[src/rtl/mmu_perm_pkg.sv]
package mmu_perm_pkg;

    localparam int ACC_W  = 3;
    localparam int IDX_W  = 3;
    localparam int LVL_W  = 2;
    localparam int FT_W   = 3;
    localparam int CODE_W = 2;
    localparam int ERR_W  = 10;
    localparam int FSR_W  = 10;
    localparam int NACC   = 1 << ACC_W;

    // Bit a of each mask means "ACC value a grants this right".
    localparam logic [NACC-1:0] USR_RD_MASK = 8'h2F;  // 0,1,2,3,5
    localparam logic [NACC-1:0] SUP_RD_MASK = 8'hEF;  // all but 4
    localparam logic [NACC-1:0] USR_EX_MASK = 8'h1C;  // 2,3,4
    localparam logic [NACC-1:0] SUP_EX_MASK = 8'hDC;  // 2,3,4,6,7
    localparam logic [NACC-1:0] USR_WR_MASK = 8'h0A;  // 1,3
    localparam logic [NACC-1:0] SUP_WR_MASK = 8'hAA;  // 1,3,5,7
    localparam logic [NACC-1:0] SUP_ONLY    = 8'hC0;  // 6,7

    typedef enum logic [CODE_W-1:0] {
        PC_OK    = 2'd0,
        PC_RSVD  = 2'd1,
        PC_PROT  = 2'd2,
        PC_PRIV  = 2'd3
    } perm_code_e;

    typedef struct packed {
        logic [FSR_W-1:0] fsr;
        logic [31:0]      far;
    } rec_state_t;

endpackage

[src/rtl/mmu_perm_eval.sv]
module mmu_perm_eval
    import mmu_perm_pkg::*;
(
    input  logic [ACC_W-1:0]  acc,
    input  logic              pte_modified,
    input  logic              acc_write,
    input  logic              acc_fetch,
    input  logic              acc_super,
    input  logic [LVL_W-1:0]  walk_level,
    input  logic [FT_W-1:0]   walk_ftype,
    input  logic              ctrl_nofault,
    output logic [ERR_W-1:0]  err_code,
    output logic              grant_read,
    output logic              grant_write,
    output logic [IDX_W-1:0]  acc_idx,
    output logic [FT_W-1:0]   fault_type,
    output logic              is_err
);

    logic             rd_ok, ex_ok, wr_ok, allowed;
    perm_code_e       pcode;
    logic             walk_err;

    assign acc_idx = {acc_write, acc_fetch, acc_super};

    always_comb begin
        rd_ok = acc_super ? SUP_RD_MASK[acc] : USR_RD_MASK[acc];
        ex_ok = acc_super ? SUP_EX_MASK[acc] : USR_EX_MASK[acc];
        wr_ok = acc_super ? SUP_WR_MASK[acc] : USR_WR_MASK[acc];

        allowed = (!acc_write || wr_ok) &&
                  (!acc_fetch || ex_ok) &&
                  (acc_write || acc_fetch || rd_ok);

        if (!acc_super && SUP_ONLY[acc])
            pcode = PC_PRIV;
        else if (allowed)
            pcode = PC_OK;
        else
            pcode = PC_PROT;

        walk_err = (walk_ftype != '0);

        if (walk_err) begin
            err_code   = {walk_level, 3'b000, walk_ftype, 2'b00};
            fault_type = walk_ftype;
        end else begin
            err_code   = {{(ERR_W-CODE_W){1'b0}}, pcode};
            fault_type = {{(FT_W-CODE_W){1'b0}}, pcode};
        end

        is_err = walk_err || (pcode != PC_OK);

        if (is_err) begin
            grant_read  = ctrl_nofault;
            grant_write = ctrl_nofault;
        end else begin
            grant_read  = 1'b1;
            grant_write = pte_modified && wr_ok;
        end
    end

endmodule

[src/rtl/mmu_fault_rec.sv]
module mmu_fault_rec
    import mmu_perm_pkg::*;
(
    input  logic              clk,
    input  logic              rst_n,
    input  logic              fault,
    input  logic              fsr_rd,
    input  logic [LVL_W-1:0]  level,
    input  logic [IDX_W-1:0]  idx,
    input  logic [FT_W-1:0]   ftype,
    input  logic [31:0]       vaddr,
    output logic [FSR_W-1:0]  fsr,
    output logic [31:0]       far
);

    rec_state_t st_d, st_q;
    logic       ovf_d;

    always_comb begin
        st_d  = st_q;
        ovf_d = (st_q.fsr != '0) && !fsr_rd;
        if (fault) begin
            st_d.fsr = {level, idx, ftype, 1'b1, ovf_d};
            st_d.far = vaddr;
        end else if (fsr_rd) begin
            st_d.fsr = '0;
        end
    end

    always_ff @(posedge clk or negedge rst_n) begin
        if (!rst_n)
            st_q <= '0;
        else
            st_q <= st_d;
    end

    assign fsr = st_q.fsr;
    assign far = st_q.far;

endmodule

[src/rtl/mmu_perm_fsr.sv]
module mmu_perm_fsr
    import mmu_perm_pkg::*;
(
    input  logic              clk,
    input  logic              rst_n,
    input  logic              chk_valid,
    input  logic [2:0]        acc,
    input  logic              pte_modified,
    input  logic              acc_write,
    input  logic              acc_fetch,
    input  logic              acc_super,
    input  logic [31:0]       vaddr,
    input  logic [1:0]        walk_level,
    input  logic [2:0]        walk_ftype,
    input  logic              ctrl_nofault,
    input  logic              fsr_rd,
    output logic [9:0]        err_code,
    output logic              grant_read,
    output logic              grant_write,
    output logic [9:0]        fsr,
    output logic [31:0]       far
);

    logic [IDX_W-1:0] idx_w;
    logic [FT_W-1:0]  ft_w;
    logic             err_w;

    mmu_perm_eval u_eval (
        .acc          (acc),
        .pte_modified (pte_modified),
        .acc_write    (acc_write),
        .acc_fetch    (acc_fetch),
        .acc_super    (acc_super),
        .walk_level   (walk_level),
        .walk_ftype   (walk_ftype),
        .ctrl_nofault (ctrl_nofault),
        .err_code     (err_code),
        .grant_read   (grant_read),
        .grant_write  (grant_write),
        .acc_idx      (idx_w),
        .fault_type   (ft_w),
        .is_err       (err_w)
    );

    mmu_fault_rec u_rec (
        .clk    (clk),
        .rst_n  (rst_n),
        .fault  (chk_valid && err_w),
        .fsr_rd (fsr_rd),
        .level  (walk_level),
        .idx    (idx_w),
        .ftype  (ft_w),
        .vaddr  (vaddr),
        .fsr    (fsr),
        .far    (far)
    );

endmodule

[config.mk]
export PLATFORM = sky130hd
export DESIGN_NAME = mmu_perm_fsr
export DESIGN_NICKNAME = d
export VERILOG_FILES = /design/src/rtl/mmu_perm_pkg.sv /design/src/rtl/mmu_perm_eval.sv /design/src/rtl/mmu_fault_rec.sv /design/src/rtl/mmu_perm_fsr.sv
export SDC_FILE = /design/constraint.sdc
export NUM_CORES = 1
export LEC_CHECK = 0
export BUFFER_PORTS_ARGS = -buffer_cell sky130_fd_sc_hd__buf_2
export CORE_MARGIN = 1
export CORE_UTILIZATION = 48
export CTS_BUF_LIST = sky130_fd_sc_hd__clkbuf_16
export DETAILED_ROUTE_END_ITERATION = 8
export PLACE_DENSITY = 0.89
export SKIP_LAST_GASP = 1
export SLEW_MARGIN = 10
export SYNTH_ARGS = -nofsm -noshare
export SYNTH_HDL_FRONTEND = slang
export SYNTH_SLANG_ARGS = --single-unit
[constraint.sdc]
create_clock -name clk -period 3.4 [get_ports clk]
set_input_delay 0.68 -clock clk [delete_from_list [all_inputs] [get_ports clk]]
set_output_delay 0.68 -clock clk [all_outputs]
set_load 0.005 [all_outputs]
Yosys cells after proc, flatten, opt, wreduce, memory -nomap -nowiden
Memory sizes are Yosys's and may differ from the RTL's.
Cells that the tools add are included.
W data, S select, Z words.
{"block": "totals", "register_bits": 42, "rom_bits": 56, "inputBits": 49, "output_inout_bits": 54, "wordCells": 47, "mem_count": 7}
{"name": "(no name shown)", "words": 8, "width": 1, "rd": 1, "rd_ports_with_merged_regs": 0, "wr": 0, "line_no": "mmu_perm_eval.sv:27", "source": "rd_ok = acc_super ? SUP_RD_MASK[acc] : USR_RD_MASK[acc];"}
{"name": "(no name shown)", "words": 8, "width": 1, "rd": 1, "rd_ports_with_merged_regs": 0, "wr": 0, "line_no": "mmu_perm_eval.sv:27"}
{"name": "(no name shown)", "words": 8, "width": 1, "rd": 1, "rd_ports_with_merged_regs": 0, "wr": 0, "line_no": "mmu_perm_eval.sv:28", "source": "ex_ok = acc_super ? SUP_EX_MASK[acc] : USR_EX_MASK[acc];"}
{"name": "(no name shown)", "words": 8, "width": 1, "rd": 1, "rd_ports_with_merged_regs": 0, "wr": 0, "line_no": "mmu_perm_eval.sv:28"}
{"name": "(no name shown)", "words": 8, "width": 1, "rd": 1, "rd_ports_with_merged_regs": 0, "wr": 0, "line_no": "mmu_perm_eval.sv:29", "source": "wr_ok = acc_super ? SUP_WR_MASK[acc] : USR_WR_MASK[acc];"}
{"name": "(no name shown)", "words": 8, "width": 1, "rd": 1, "rd_ports_with_merged_regs": 0, "wr": 0, "line_no": "mmu_perm_eval.sv:29"}
{"name": "+1 memories"}
{"block": "op_classes", "magnitude_cmp": 1, "muxes": 18, "reduce_logical": 19}
{"op": "$mux W10", "count": 3}
{"op": "$mux W1", "count": 12}
{"op": "$reduce_bool A10 Y1", "count": 1}
{"op": "$logic_and A1 B1 Y1", "count": 6}
{"op": "$logic_or A1 B1 Y1", "count": 5}
{"op": "$logic_not A1 Y1", "count": 4}
{"op": "$lt A3 B4 Y1 const B", "count": 1}
{"op": "$mux W2", "count": 2}
{"op": "$reduce_bool A2 Y1", "count": 2}
{"op": "$mux W3", "count": 1}
{"op": "$reduce_bool A3 Y1", "count": 1}

Longest topological paths before layout
{"block": "depth", "depth_word": 12, "depth_mapped": 5, "mapped_depth_nobuf": 4}

Modules after synthesis
A second synthesis with hierarchy kept.
{"block": "unflattened", "hier_cells": 144, "area_unflattened_um2": 1878.1}
{"module": "mmu_fault_rec", "instances": 1, "cells_per_inst": 112, "area_each_um2": 1650.3, "seq_area_each_um2": 1051.0}
{"module": "mmu_perm_eval", "instances": 1, "cells_per_inst": 31, "area_each_um2": 221.5, "seq_area_each_um2": 0.0}
{"module": "mmu_perm_fsr", "instances": 1, "cells_per_inst": 1, "area_each_um2": 6.3, "seq_area_each_um2": 0.0}

Worst setup path before layout
OpenSTA, ideal clock, no wires.
{"block": "synth_path", "path_type": "input-to-output", "startpoint": "input port acc[1]", "endpoint": "output port grant_read", "t_arrival_ps": 1618, "required_ps": 2720, "path_slack_ps": 1102, "stages": 4, "path_buffers": 0, "path_cell_list": "or3b_1 a21oi_2 nor2_1 or2_2"}
{"block": "synth_between", "elab_chain_cells": 11, "elab_cells_between_ends": 28, "cone_classes": "13 x mux; 8 x reduce/logical; 7 x memory"}
{"element": "from (decl)", "line_no": "mmu_perm_fsr.sv:7", "source": "input logic [2:0] acc,"}
{"element": "$mem_v2 Z8 W1 (on tied branches)"}
{"element": "$mux W1 (on tied branches) (2 in series)", "line_no": "mmu_perm_eval.sv:29, mmu_perm_eval.sv:28"}
{"element": "$logic_or A1 B1 Y1 (on tied branches)", "line_no": "mmu_perm_eval.sv:31, mmu_perm_eval.sv:32"}
{"element": "$logic_and A1 B1 Y1", "line_no": "mmu_perm_eval.sv:31", "source": "allowed = (!acc_write || wr_ok) &&"}
{"element": "$logic_and A1 B1 Y1", "line_no": "mmu_perm_eval.sv:32", "source": "(!acc_fetch || ex_ok) &&"}
{"element": "$mux W2", "line_no": "mmu_perm_eval.sv:37", "source": "else if (allowed)"}
{"element": "$mux W2 (*)", "line_no": "mmu_perm_eval.sv:35", "source": "if (!acc_super && SUP_ONLY[acc])"}
{"element": "$reduce_bool A2 Y1 (*)", "line_no": "mmu_perm_eval.sv:52", "source": "is_err = walk_err || (pcode != PC_OK);"}
{"element": "$logic_or A1 B1 Y1 (*)", "line_no": "mmu_perm_eval.sv:52"}
{"element": "$mux W1 (*)", "line_no": "mmu_perm_eval.sv:54", "source": "if (is_err) begin"}
{"element": "to (decl)", "line_no": "mmu_perm_fsr.sv:18", "source": "output logic grant_read,"}
Every way passes the cells marked *; elsewhere a longest branch is shown, timed or not. The select of a mux whose other input is x is not followed.

Worst setup path in the final report
{"block": "layout_path", "startpoint": "input port walk_ftype[1]", "endpoint": "output port grant_write"}
{"block": "layout_between", "elab_chain_cells": 3}
{"element": "from (decl)", "line_no": "mmu_perm_fsr.sv:14", "source": "input logic [2:0] walk_ftype,"}
{"element": "$reduce_bool A3 Y1", "line_no": "mmu_perm_eval.sv:42", "source": "walk_err = (walk_ftype != '0);"}
{"element": "$logic_or A1 B1 Y1", "line_no": "mmu_perm_eval.sv:52"}
{"element": "$mux W1", "line_no": "mmu_perm_eval.sv:54"}
{"element": "to (decl)", "line_no": "mmu_perm_fsr.sv:19", "source": "output logic grant_write,"}
No other way between the ends.

==> run summary <==
- **Worst EP required** 2.72 ns
- **highest ir drop seen on vdd** 0.251 mV
- **Diodes inserted** 0
- **Detail Route Antenna Nets** 0
- **fraction of the yosys area taken by sequential cells** 54.0%
- **overall track demand over capacity in global routing** 21.2%
- **setup total negative slack** 0 ns
- **number of synthesized register bits** 42
- **worst hold slack** 0.500 ns
- **Max H-tree Level** 2
- **# setup viols final** 0
- **Synth Warn #** 0
- **largest net degree at the start of global routing** 43
- **routed wire length** 4410 um
- **initial core utilization** 51.6%
- **total congestion overflow after global routing** 0
- **area fraction of the dominant cell type after synthesis** 54.0%
- **share of cells above drive strength 1** 65.7%
- **area of the die** 4310 sq um
- **later-pin clock latency in the skew report** 0.27 ns
- **CTS buffer count** 5
- **post-CTS sizing** 0
- **internal power component** 1120 uW
- **hold crit path type** reg -> reg
- **measured slew at the worst slew-check pin** 0.902 ns
- **type of the setup path with the least slack** in -> out
- **Layout area overhead** 37.0%
- **CTS clk-pin slew, worst paths** 0.05 ns
- **Leak Pwr** 0.00142 uW
- **most common cell in the netlist** sky130_fd_sc_hd__dfrtp_1
- **max-slew violation count** 0
- **DR vias/cell** 5.05
- **Cell Area, Placed** 2480 sq um
- **area used by multi-input combinational logic** 821 sq um
- **nature of the critical path endpoint** output port
- **count of cell types in the netlist** 33
- **async set or reset register ratio after synthesis** 100%
- **post-layout minimum cycle time** 2.68 ns
- **Max Clk Rate** 373 MHz
- **Mapped Area** 1950 sq um
- **final clock skew** 0.00335 ns
- **RSZ-0062 raised after global routing** no
- **switching power summed over all nets** 309 uW
- **Slew headroom** 39.8%
- **port buffer count** 99
- **vias in the first global route** 1399
- **reg-to-reg slack, setup** 2.27 ns
- **combined flip-flop and latch cell area** 1050 sq um
- **worst hold endpoint** u_rec.far[2]
- **result of the run** complete, no violations
- **startpoint of the lowest-slack hold path** u_rec.far[2]
- **Core Util, Final** 70.7%
- **depth of the worst register-to-register path** 4
- **share of total power in combinational logic** 17.4%
- **register share of total power** 41.0%
- **antenna violations before repair** 0
- **fill cell instance count of the final layout** 278
- **detailed-router iteration count before antenna repair** 2
- **fraction of power spent switching nets** 21.6%
- **number of remaining DRC errors** 0
- **top area cells in the synthesized netlist** sky130_fd_sc_hd__dfrtp_1 54%, sky130_fd_sc_hd__mux2_4 27%, sky130_fd_sc_hd__buf_6 2.3%
- **Synth top cells by count** 42 x sky130_fd_sc_hd__dfrtp_1, 35 x sky130_fd_sc_hd__mux2_4, 7 x sky130_fd_sc_hd__nor2b_1, 4 x sky130_fd_sc_hd__buf_6
- **post-route cell area** 2670 sq um
- **number of instances in the placed design** 270
- **buffers inserted during post-CTS setup optimization** 0
- **post-route clock period utilization** 78.8%
- **Top-Level Pins** 103
- **Crit path arrival time** 2.00 ns
- **power density relative to cell area** 536 nW/um^2
- **share of power burned in the clock network** 41.6%
- **Max FO, Critical Path** 6
- **non-filler instance count after layout** 278
- **number of endpoints with negative hold slack in the final report** 0
- **Net count, final** 278
- **Cells on Worst Hold Path** 1
- **Gate Count Post-Synth** 129
- **detail-routed net length per standard cell** 15.9 um
- **placer's final routability congestion estimate** 0.726
- **clock root cell** sky130_fd_sc_hd__clkbuf_16
- **core region area** 3770 sq um
- **die height** 65.7 um
- **critical register-to-register path endpoint** u_rec.fsr[0]
- **overall die width** 65.7 um
- **number of max-cap violations** 0
- **EDFF count, synth** 0
- **Num Clock Sinks** 42
- **clock tree from TritonCTS** done
- **global-route wire length before repair** 6750 um
- **count of vias placed by the detailed router** 1403
- **main flop type after synthesis** sky130_fd_sc_hd__dfrtp_1
- **HPWL after detailed placement** 3180 um
- **Iter 0 DRT Violations** 73
- **hold-fix buffer count after cts** 0
- **worst reg2reg path startpoint** u_rec.fsr[4]
- **startpoint type of the worst setup path** input pin
- **maximum number of buffers from clock root to sink** 2
- **largest area contributor in the synthesized netlist** sky130_fd_sc_hd__dfrtp_1
- **placement row count** 22
- **Mean Syn Cell Area** 15.1 sq um
sequential cells by signal, indices dropped and copies added (netlist names):
signal	count
u_rec.fsr	10
u_rec.far	32
final cells by class:
class | instances | share of cell area, %
clock buffers | 5 | 4.69
multi-input cells | 76 | 30.8
flip-flops and latches | 42 | 39.4
clock inverters | 3 | 2.39
well taps | 48 | 2.25
inverters | 3 | 0.422
repair buffers | 101 | 20.1
metal layers:
layer	global-route usage, %	wire length, um	vias to the layer above
met5	0	0	-
met4	6.52	24	0
met3	4.34	297	2
met2	37.1	2220	71
met1	25.9	1880	688
li1	-	-	642
per-stage QoR:
step	setup WS, ns	total power, uW
finish	0.722	1430
global route	0.614	1490
floorplan	1.10	723
CTS	0.731	1440
detailed placement	0.733	843
global placement	0.786	833
cells in the final DEF, fill, tap and decap left out, drive strengths merged:
master   Yosys  final
or2b         1      1
and4b        1      1
clkbuf       3      5
buf          7    101
nor4         1      1
o22ai        1      1
a32o         1      1
o21ai        2      2
nand2        2      2
bufinv       0      2
a31o         1      1
nand2b       1      1
or2          1      1
mux2i        1      1
inv          3      3
dfrtp       42     42
conb         1      3
and3         1      1
nor2         3      3
nand3        2      2
or3b         1      1
nor2b        7      7
clkinv       0      1
o21a         2      2
nor3         2      2
nor3b        1      1
mux2        37     37
o221ai       1      1
a21oi        2      2
o2bb2ai      1      1
power groups by stage:
stage	combinational (uW)	sequential (uW)	clock (uW)
finish	249	587	595
CTS	252	587	605
detailed placement	249	594	0
floorplan	125	598	0
global placement	243	590	0
global route	269	594	627
worst max path at each step:
stage,start,endpoint,slack (ns),cells past startpoint
6_report,walk_ftype[1],grant_write,0.72,6
5_1_grt,walk_ftype[1],grant_write,0.61,6
3_3_place_gp,walk_ftype[1],grant_write,0.79,6
4_1_cts,acc[1],grant_read,0.73,6
2_1_floorplan,acc[1],grant_read,1.10,4
3_5_place_dp,walk_ftype[1],grant_write,0.73,6
logic make-up after synthesis:
| family | after synthesis | synth area share [%] |
|---|---|---|
| buffers and inverters | 13 | 4.63 |
| AOI/OAI and AO/OA | 11 | 4.69 |
| muxes | 38 | 28.7 |
| other | 1 | 0.193 |
| DFF | 42 | 54.0 |
| and+or+nand+nor | 24 | 7.84 |
critical path, cell delays in order:
cell	delay, ns
sky130_fd_sc_hd__buf_2	0.13
sky130_fd_sc_hd__nor3_4	0.33
sky130_fd_sc_hd__o221ai_2	0.19
sky130_fd_sc_hd__nor2_1	0.20
sky130_fd_sc_hd__mux2_2	0.35
sky130_fd_sc_hd__buf_2	0.12
No activity file was read; power rests on OpenSTA's default activity.
